$ cat config.mk
export PLATFORM = sky130hd
export DESIGN_NAME = scan_slice_decomp
export DESIGN_NICKNAME = d
export VERILOG_FILES = /design/src/rtl/sscd_pkg.sv /design/src/rtl/sscd_code_split.sv /design/src/rtl/sscd_assembler.sv /design/src/rtl/sscd_out_stage.sv /design/src/rtl/scan_slice_decomp.sv
export SDC_FILE = /design/constraint.sdc
export NUM_CORES = 1
export LEC_CHECK = 0
export BUFFER_PORTS_ARGS = -buffer_cell sky130_fd_sc_hd__buf_4
export CAP_MARGIN = 20
export CORE_ASPECT_RATIO = 2
export CORE_MARGIN = 2
export CORE_UTILIZATION = 61
export CTS_BUF_LIST = sky130_fd_sc_hd__clkbuf_2
export DETAILED_ROUTE_END_ITERATION = 12
export PLACE_DENSITY = 0.82
export SYNTH_ARGS = -nofsm -noshare
export SYNTH_HDL_FRONTEND = slang
export SYNTH_SLANG_ARGS = --single-unit
$ cat constraint.sdc
create_clock -name clk -period 5.2 [get_ports clk]
set_input_delay 0.52 -clock clk [delete_from_list [all_inputs] [get_ports clk]]
set_output_delay 0.52 -clock clk [all_outputs]
set_load 0.02 [all_outputs]
$ cat src/rtl/sscd_pkg.sv
package sscd_pkg;

    typedef enum logic [1:0] {
        CTL_FILL0 = 2'b00,
        CTL_FILL1 = 2'b01,
        CTL_MARK  = 2'b10,
        CTL_GROUP = 2'b11
    } ctl_e;

    function automatic int index_bits(input int n);
        return $clog2(n + 1);
    endfunction

    function automatic logic is_start(input ctl_e c);
        return (c == CTL_FILL0) || (c == CTL_FILL1);
    endfunction

endpackage

$ cat src/rtl/sscd_code_split.sv
module sscd_code_split
    import sscd_pkg::*;
#(
    parameter int K = 4,
    localparam int C = K + 2
) (
    input  logic [C-1:0] word_i,
    output ctl_e         ctl_o,
    output logic [K-1:0] data_o
);

    assign ctl_o  = ctl_e'(word_i[C-1:C-2]);
    assign data_o = word_i[K-1:0];

endmodule

$ cat src/rtl/sscd_assembler.sv
module sscd_assembler
    import sscd_pkg::*;
#(
    parameter int N = 8,
    parameter int K = 4
) (
    input  logic         clk,
    input  logic         rst,
    input  logic         take_i,
    input  logic         flush_i,
    input  ctl_e         ctl_i,
    input  logic [K-1:0] data_i,
    output logic         emit_o,
    output logic [N-1:0] emit_slice_o
);

    typedef struct packed {
        logic [N-1:0] bits;
        logic         open;
        logic         fill;
        logic         pend;
        logic [K-1:0] gstart;
    } asm_state_t;

    asm_state_t st_q, st_d;

    always_comb begin
        st_d   = st_q;
        emit_o = 1'b0;
        if (take_i) begin
            if (st_q.pend) begin
                for (int p = 0; p < N; p++) begin
                    for (int j = 0; j < K; j++) begin
                        if (p == int'(st_q.gstart) + j)
                            st_d.bits[N-1-p] = data_i[K-1-j];
                    end
                end
                st_d.pend = 1'b0;
            end else begin
                unique case (ctl_i)
                    CTL_FILL0, CTL_FILL1: begin
                        emit_o     = st_q.open;
                        st_d.open  = 1'b1;
                        st_d.fill  = ctl_i[0];
                        st_d.bits  = {N{ctl_i[0]}};
                        for (int p = 0; p < N; p++) begin
                            if (p == int'(data_i))
                                st_d.bits[N-1-p] = ~ctl_i[0];
                        end
                    end
                    CTL_MARK: begin
                        if (st_q.open) begin
                            for (int p = 0; p < N; p++) begin
                                if (p == int'(data_i))
                                    st_d.bits[N-1-p] = ~st_q.fill;
                            end
                        end
                    end
                    CTL_GROUP: begin
                        if (st_q.open) begin
                            st_d.pend   = 1'b1;
                            st_d.gstart = data_i;
                        end
                    end
                    default: ;
                endcase
            end
        end else if (flush_i) begin
            emit_o    = st_q.open;
            st_d.open = 1'b0;
            st_d.pend = 1'b0;
        end
    end

    assign emit_slice_o = st_q.bits;

    always_ff @(posedge clk) begin
        if (rst) begin
            st_q <= '0;
        end else begin
            st_q <= st_d;
        end
    end

    // a zero-fill start with an out-of-range index leaves all zeros
    assert_fill0_blank_R7: assert property (@(posedge clk) disable iff (rst)
        (take_i && !st_q.pend && ctl_i == CTL_FILL0 && int'(data_i) >= N)
        |=> (st_q.bits == '0));

    // a mark with no open slice leaves the buffer untouched
    assert_mark_closed_R11: assert property (@(posedge clk) disable iff (rst)
        (take_i && !st_q.pend && !st_q.open && ctl_i == CTL_MARK)
        |=> $stable(st_q.bits) && !st_q.open);

    // a flush closes the slice
    assert_flush_closes_R9: assert property (@(posedge clk) disable iff (rst)
        (flush_i && !take_i) |=> !st_q.open);

    // a pending group is always consumed by the next accepted code
    assert_group_consumed_R5: assert property (@(posedge clk) disable iff (rst)
        (take_i && st_q.pend) |=> !st_q.pend && st_q.open);

endmodule

$ cat src/rtl/sscd_out_stage.sv
module sscd_out_stage #(
    parameter int N = 8
) (
    input  logic         clk,
    input  logic         rst,
    input  logic         emit_i,
    input  logic [N-1:0] slice_i,
    input  logic         ready_i,
    output logic         valid_o,
    output logic [N-1:0] data_o
);

    always_ff @(posedge clk) begin
        if (rst) begin
            valid_o <= 1'b0;
            data_o  <= '0;
        end else if (emit_i) begin
            valid_o <= 1'b1;
            data_o  <= slice_i;
        end else if (valid_o && ready_i) begin
            valid_o <= 1'b0;
        end
    end

    // a held slice stays presented and unchanged
    assert_hold_stable_R10: assert property (@(posedge clk) disable iff (rst)
        (valid_o && !ready_i) |=> valid_o && $stable(data_o));

endmodule

$ cat src/rtl/scan_slice_decomp.sv
module scan_slice_decomp
    import sscd_pkg::*;
#(
    parameter  int N = 8,
    localparam int K = index_bits(N),
    localparam int C = K + 2
) (
    input  logic         clk,
    input  logic         rst,
    input  logic         code_valid,
    output logic         code_ready,
    input  logic [C-1:0] code_word,
    input  logic         stream_end,
    output logic         slice_valid,
    input  logic         slice_ready,
    output logic [N-1:0] slice_data
);

    ctl_e         ctl;
    logic [K-1:0] data;
    logic         take, flush, emit;
    logic [N-1:0] emit_slice;

    assign code_ready = ~slice_valid;
    assign take       = code_valid & code_ready;
    assign flush      = stream_end & ~code_valid & code_ready;

    sscd_code_split #(.K(K)) u_split (
        .word_i (code_word),
        .ctl_o  (ctl),
        .data_o (data)
    );

    sscd_assembler #(.N(N), .K(K)) u_asm (
        .clk          (clk),
        .rst          (rst),
        .take_i       (take),
        .flush_i      (flush),
        .ctl_i        (ctl),
        .data_i       (data),
        .emit_o       (emit),
        .emit_slice_o (emit_slice)
    );

    sscd_out_stage #(.N(N)) u_out (
        .clk     (clk),
        .rst     (rst),
        .emit_i  (emit),
        .slice_i (emit_slice),
        .ready_i (slice_ready),
        .valid_o (slice_valid),
        .data_o  (slice_data)
    );

    // the code input is stalled while a slice waits
    assert_stall_R10: assert property (@(posedge clk) disable iff (rst)
        slice_valid |-> !code_ready);

    // a start code accepted over an open slice yields an output next cycle
    assert_emit_on_start_R8: assert property (@(posedge clk) disable iff (rst)
        emit |=> slice_valid);

endmodule

# After elaboration in Yosys (flattened, before gate mapping)

Cells that the tools add are included.

Output and inout bits: 10
Logic and storage cells: 169
Flip-flop bits (word level): 24
Input port bits: 11

Muxes and demuxes: 65
Equal/unequal tests: 57
Reductions and logical operators: 22
Bitwise logic cells: 8
Add/subtract/negate cells: 3

Operators with widths:

| operator              | number |
|---|---|
| $eq A4 B32 Y1 const A | 12 |
| $eq A3 B32 Y1 const A | 6 |
| $logic_not A32 Y1     | 4 |
| $eq A2 B32 Y1 const A | 3 |
| $mux W1               | 58 |
| $ne A5 B5 Y1 const B  | 8 |
| $reduce_and A5 Y1     | 8 |
| $eq A4 B4 Y1 const A  | 8 |
| $ne A3 B1 Y1 const B  | 9 |
| $eq A3 B4 Y1 const A  | 4 |
| $mux W8               | 2 |
| $pmux W8 S2           | 1 |
| $add A4 B2 Y5 const B | 2 |
| $mux W5               | 2 |
| $eq A2 B4 Y1 const A  | 2 |
| $reduce_and A3 Y1     | 2 |
| $add A4 B1 Y5 const B | 1 |
| $not A1 Y1            | 5 |
| $eq A2 B2 Y1 const B  | 2 |
| $logic_not A4 Y1      | 1 |
| $mux W2               | 2 |
| $reduce_and A4 Y1     | 1 |
| $reduce_bool A2 Y1    | 2 |
| $and A1 B1 Y1         | 3 |
| 7 further kinds       | 7 |

# Depth between registers and ports, before layout

Word-level depth: 6
Mapped depth: 9

# Modules after synthesis

A second synthesis with hierarchy kept.

Cell total of the unflattened synthesis: 271
Area, all modules: 2,163.3 um^2

Modules (own cells, without submodules):

| module            | times used | area each (um^2) | cells an instance |
|---|---|---|---|
| sscd_assembler    | 1          | 1,774.2          | 232 |
| sscd_out_stage    | 1          | 321.6            | 30 |
| sscd_code_split   | 1          | 45.0             | 6 |
| scan_slice_decomp | 1          | 22.5             | 3 |

# Worst setup path after synthesis

No wires, ideal clock.

Kind: reg2reg
From: reg u_asm.st_q[1] (netlist name)
To: reg u_asm.st_q (netlist bit u_asm.emit_slice_o[7])
Cell stages (with the launch flop): 8
Path buffers: 0
Setup time: 0.125 ns
Data arrival time: 1.780 ns
Path slack: 3.295 ns
Cells stage by stage: dfxtp_1 -> inv_1 -> ha_1 -> or4b_1 -> o21ai_1 -> a211oi_1 -> nor4_1 -> nor3_1

Word-level cells in the longest chain between the ends: 6

RTL lines:

| element                | RTL line             | RTL |
|---|---|---|
| from (decl)            | sscd_assembler.sv:25 | `asm_state_t st_q, st_d;` |
| from (signal assigned) | sscd_assembler.sv:81 | `st_q <= st_d;` |
| $add A4 B1 Y5          | sscd_assembler.sv:34 | `if (p == int'(st_q.gstart) + j)` |
| $logic_not A32 Y1      | sscd_assembler.sv:34 |  |
| $mux W1 (3 in a row)   | sscd_assembler.sv:34 |  |
| $mux W8                | sscd_assembler.sv:31 | `if (st_q.pend) begin` |

Several ways; a longest one is shown, not always the timed one.
A chain may end at the register's enable or synchronous reset.

# Worst setup path after layout

From: reg u_asm.st_q[2] (netlist name)
To: reg u_asm.st_q (netlist bit u_asm.emit_slice_o[5])

Word-level cells in the longest chain between the ends: 6

RTL lines:

| element              | RTL line |
|---|---|
| $add A4 B1 Y5        | sscd_assembler.sv:34 |
| $eq A3 B32 Y1        | sscd_assembler.sv:34 |
| $mux W1 (3 in a row) | sscd_assembler.sv:34 |
| $mux W8              | sscd_assembler.sv:31 |

Several ways; a longest one is shown, not always the timed one.

==> summary by stage <==
Status
The run finished with clean final reports.

Placed design
The placement-stage worst setup slack is around 2.3 ns. Routability-driven placement finished with a final weighted congestion of around 1.0. Once detailed placement completed, the half-perimeter wirelength came to 4.49 mm.

The number of buffers inserted by port buffering is 20.

Die
The die width is around 45 um. The floorplan has 30 rows. The region available for standard cell placement spans approximately 3300 um2. 21 I/O pins were placed.

The die is roughly 86 um tall. The die covers 3910 um2. Once the floorplan was initialized, standard cells occupied 62.8% of the core.

STA
The max-slew violation count is 0. Setup repair after global routing left no endpoint under its margin. The final count of hold timing violations is 0. For the final database, setup skew stands at between 0.009 and 0.01 ns. For the final routed database, the setup TNS stands at 0 ns.

The portion of the clock cycle consumed by the worst path in the final layout is approximately three fifths. The worst-margin pin slew is 0.999 ns. Setup violations remaining at the end of the flow were counted as 0.

The final worst-path setup slack is 2.12 ns. Headroom to the max-slew limit came out at approximately 33%. The minimum period implied by the final worst setup slack is around 3.1 ns. The peak clock frequency supported by timing is approximately 320 MHz.

Layout
The fill cell total of the finished layout is 280. The count of nets after finishing is ~300. The ratio of cells with drive above 1 in the final layout is a little over an eighth. The final design utilization is ~67%.

The multi-input combinational cells in the finished layout cover a total of 1470 um2. The sequential cells in the finished layout cover a total of just under 500 um2. 0 antenna diodes ended up in the layout. Compared with the post-synthesis result, the final layout area differs by 7.06%.

Routing
Wires add up to ~6.4 mm. Dividing the detail-routed via count by the number of cells gives 7.12. The detail-routed net length per standard cell is roughly 20 um.

The first TritonRoute pass finished after 5 iterations. The initial DRC count is about 150. Detailed routing inserted a total of ~2.3k vias. In the routed design, unresolved DRC markers number 0. The count of nets left with antenna violations once routing finished came out at 0.

Clock tree
The insertion delay to the later sink of the worst-skew pair is 0.36 ns. The number of hold buffers added after cts is 0. The TritonCTS clock tree is yes. The total of cells resized after clock tree synthesis is 0.

Clock-pin slew was measured on the worst setup and hold paths at around 0.24 ns. Counting the buffers created by CTS gives 3. The buffer cell driving the clock tree root is clkbuf_2. The level count of the clock H-tree is 1. The total number of clock tree sinks is 24. The longest clock path from root to sink contains 2 buffers.

The number of buffers inserted by post-CTS setup repair is 0.

Critical path
The arrival time reported for the critical path endpoint is between 3 and 4 ns. The worst-path cell with the longest stage delay is dfxtp_1. For the worst setup path, the data required time is about 5.5 ns.

The largest fanout on the critical path is 25. Traced cell by cell, the critical path runs through ha_1, xor2_2, nor3_1, a221oi_1, o311ai_0, nand3_1, o21ai_0. The kind of end point of the critical path is a flip-flop.

The delay of the slowest cell on the worst path is around 0.92 ns. The critical path in this run is classified as reg2reg. The worst setup path is launched from a flip-flop.

Synthesis
The leading cell type by number of instances after synthesis is nor2_1. The largest area contributor in the netlist is dfxtp_1. Yosys mapped a number of flops with a built-in enable equal to 0. The number of warnings printed during yosys synthesis is 0. Yosys mapped the design onto 58 distinct sky130hd cell types. Counting every instance in the synthesized netlist gives about 280.

The area share of the largest cell type after synthesis is between 20% and 30%. By area the synthesized netlist is led by dfxtp_1 23%, mux2i_1 9.7%, nor2_1 7.4%. After synthesis the netlist holds a flip-flop and latch count of 24. The commonest cells after synthesis are 41 x nor2_1, 24 x dfxtp_1, 20 x mux2i_1, 18 x a21oi_1, 16 x o21ai_0.

Of the synthesized area, sequential elements account for approximately 23%. The post-synthesis async set-or-reset flop share is 0%. The synthesized area per cell is 7.33 um2. After synthesis the cells add up to ~2100 um2. The number of nets handed over by synthesis was between 200 and 300. The main flop type after synthesis is dfxtp_1.

Pwr
In this run switching power makes up around 28% of total power. The switching power is 0.000110 W. Cell internal power was estimated by the tool at 0.000288 W.

Power spread over the standard cell area amounts to between 150 and 200 nW/um2. Of the total power, the clock network draws a little under a third. The worst vdd rail ir drop is 0.195 mV. For this design the static power due to leakage is between 0.8 and 0.9 nW. Combinational logic is responsible for approximately 18% of the overall power. Sequential cells burn approximately half of the power.

Global route
Across every metal layer, demand over resource in global routing totals 35.2%. The via count of the first global-routing pass is roughly 2.2k. The number of antenna violations at the first check in global routing is 0. The first-pass GRT wire length is approximately 10 mm. Entering global routing, the biggest net connects 26 pins. After global routing the overflow that remains totals 0.

Worst hold path
The type of the tightest min-delay check is in2reg.

Flow run
The tool flagged a number of max-cap violations equal to 0.
[path summary, 6_finish.rpt]
check	startpoint	end	slack [ns]	cells after the start
max reg2reg	u_asm.st_q[2]$_SDFFE_PP0P_	u_asm.emit_slice_o[5]$_SDFFE_PP0P_	2.12	7
min	slice_ready	u_out.valid_o$_SDFFE_PP0P_	0.39	3
min reg2reg	u_asm.emit_slice_o[0]$_SDFFE_PP0P_	u_asm.emit_slice_o[0]$_SDFFE_PP0P_	0.51	2
max	u_asm.st_q[2]$_SDFFE_PP0P_	u_asm.emit_slice_o[5]$_SDFFE_PP0P_	2.12	7
[power groups by stage]
stage	clock, W	sequential, W	combinational [W]
6_report	0.000127	0.000198	0.0000728
5_1_grt	0.000135	0.000199	0.0000799
4_1_cts	0.000128	0.000198	0.0000711
3_5_place_dp	0	0.000202	0.0000706
3_3_place_gp	0	0.000201	0.0000696
2_1_floorplan	0	0.000199	0.0000502
[state kept, by name, summed over array words and instances, names as in the netlist]
signal and cells:
u_asm.st_q 7, u_out.data_o 8, u_asm.emit_slice_o 8, u_out.valid_o 1
[metal layers]
layer	track usage (%)	up-vias	wire length, um
met5	0	-	0
met1	43.9	1047	2300
met2	54.7	134	3150
met4	24.9	0	446
met3	2.71	41	454
li1	-	1049	-
[cell families after synthesis]
family | count (synthesis) | share of synthesized area (%)
flip-flops | 24 | 23.2
buffers and inverters | 29 | 6.09
AO/OA/AOI/OAI | 77 | 24.3
adder cells (fa/ha/maj) | 2 | 1.21
AND/OR/NAND/NOR | 123 | 31.4
XOR/XNOR | 4 | 2.05
multiplexers | 24 | 11.8
[critical path: cells and delay by family, from the launching register on]
kind            cells  cell delay, ns
xor+xnor            1            0.22
compound gates      3            0.80
fa+ha+maj           1            0.63
simple gates        2            0.43
flops               1            0.92
[cells in the final DEF (no fill, tap or decap), types with 3 or more instances in the layout]
cell / count
a21oi_1: 18
nor4_1: 9
o21ai_0: 16
nor2b_1: 3
nor3_1: 15
nand2b_1: 11
mux2_2: 4
nand2_1: 14
dfxtp_1: 24
inv_1: 8
nor2_1: 41
a211oi_1: 7
mux2i_1: 20
nand3_1: 5
o31ai_1: 4
clkbuf_2: 3
o22ai_1: 4
buf_4: 21
a31oi_1: 6
nor3b_1: 3
[per-stage QoR]
stage          std cells  total power [W]  instance area, um2  hold slack [ns]
6_report             319         0.000398                2220            0.388
5_1_grt              319         0.000414                2220            0.363
4_1_cts              319         0.000397                2220            0.380
3_5_place_dp         315         0.000272                2180            0.487
3_3_place_gp         315         0.000271                2180            0.469
2_1_floorplan        283         0.000249                2070            0.441
[area by class of cell]
cell class / instances / area share [%]
timing repair buffer: 21 / 7.10
inverter: 8 / 1.35
sequential: 24 / 21.6
multi-input combinational: 230 / 66.1
tap: 32 / 1.80
clock inverter: 1 / 1.35
clock buffer: 3 / 0.676
Power figures use the tool's default switching activity.
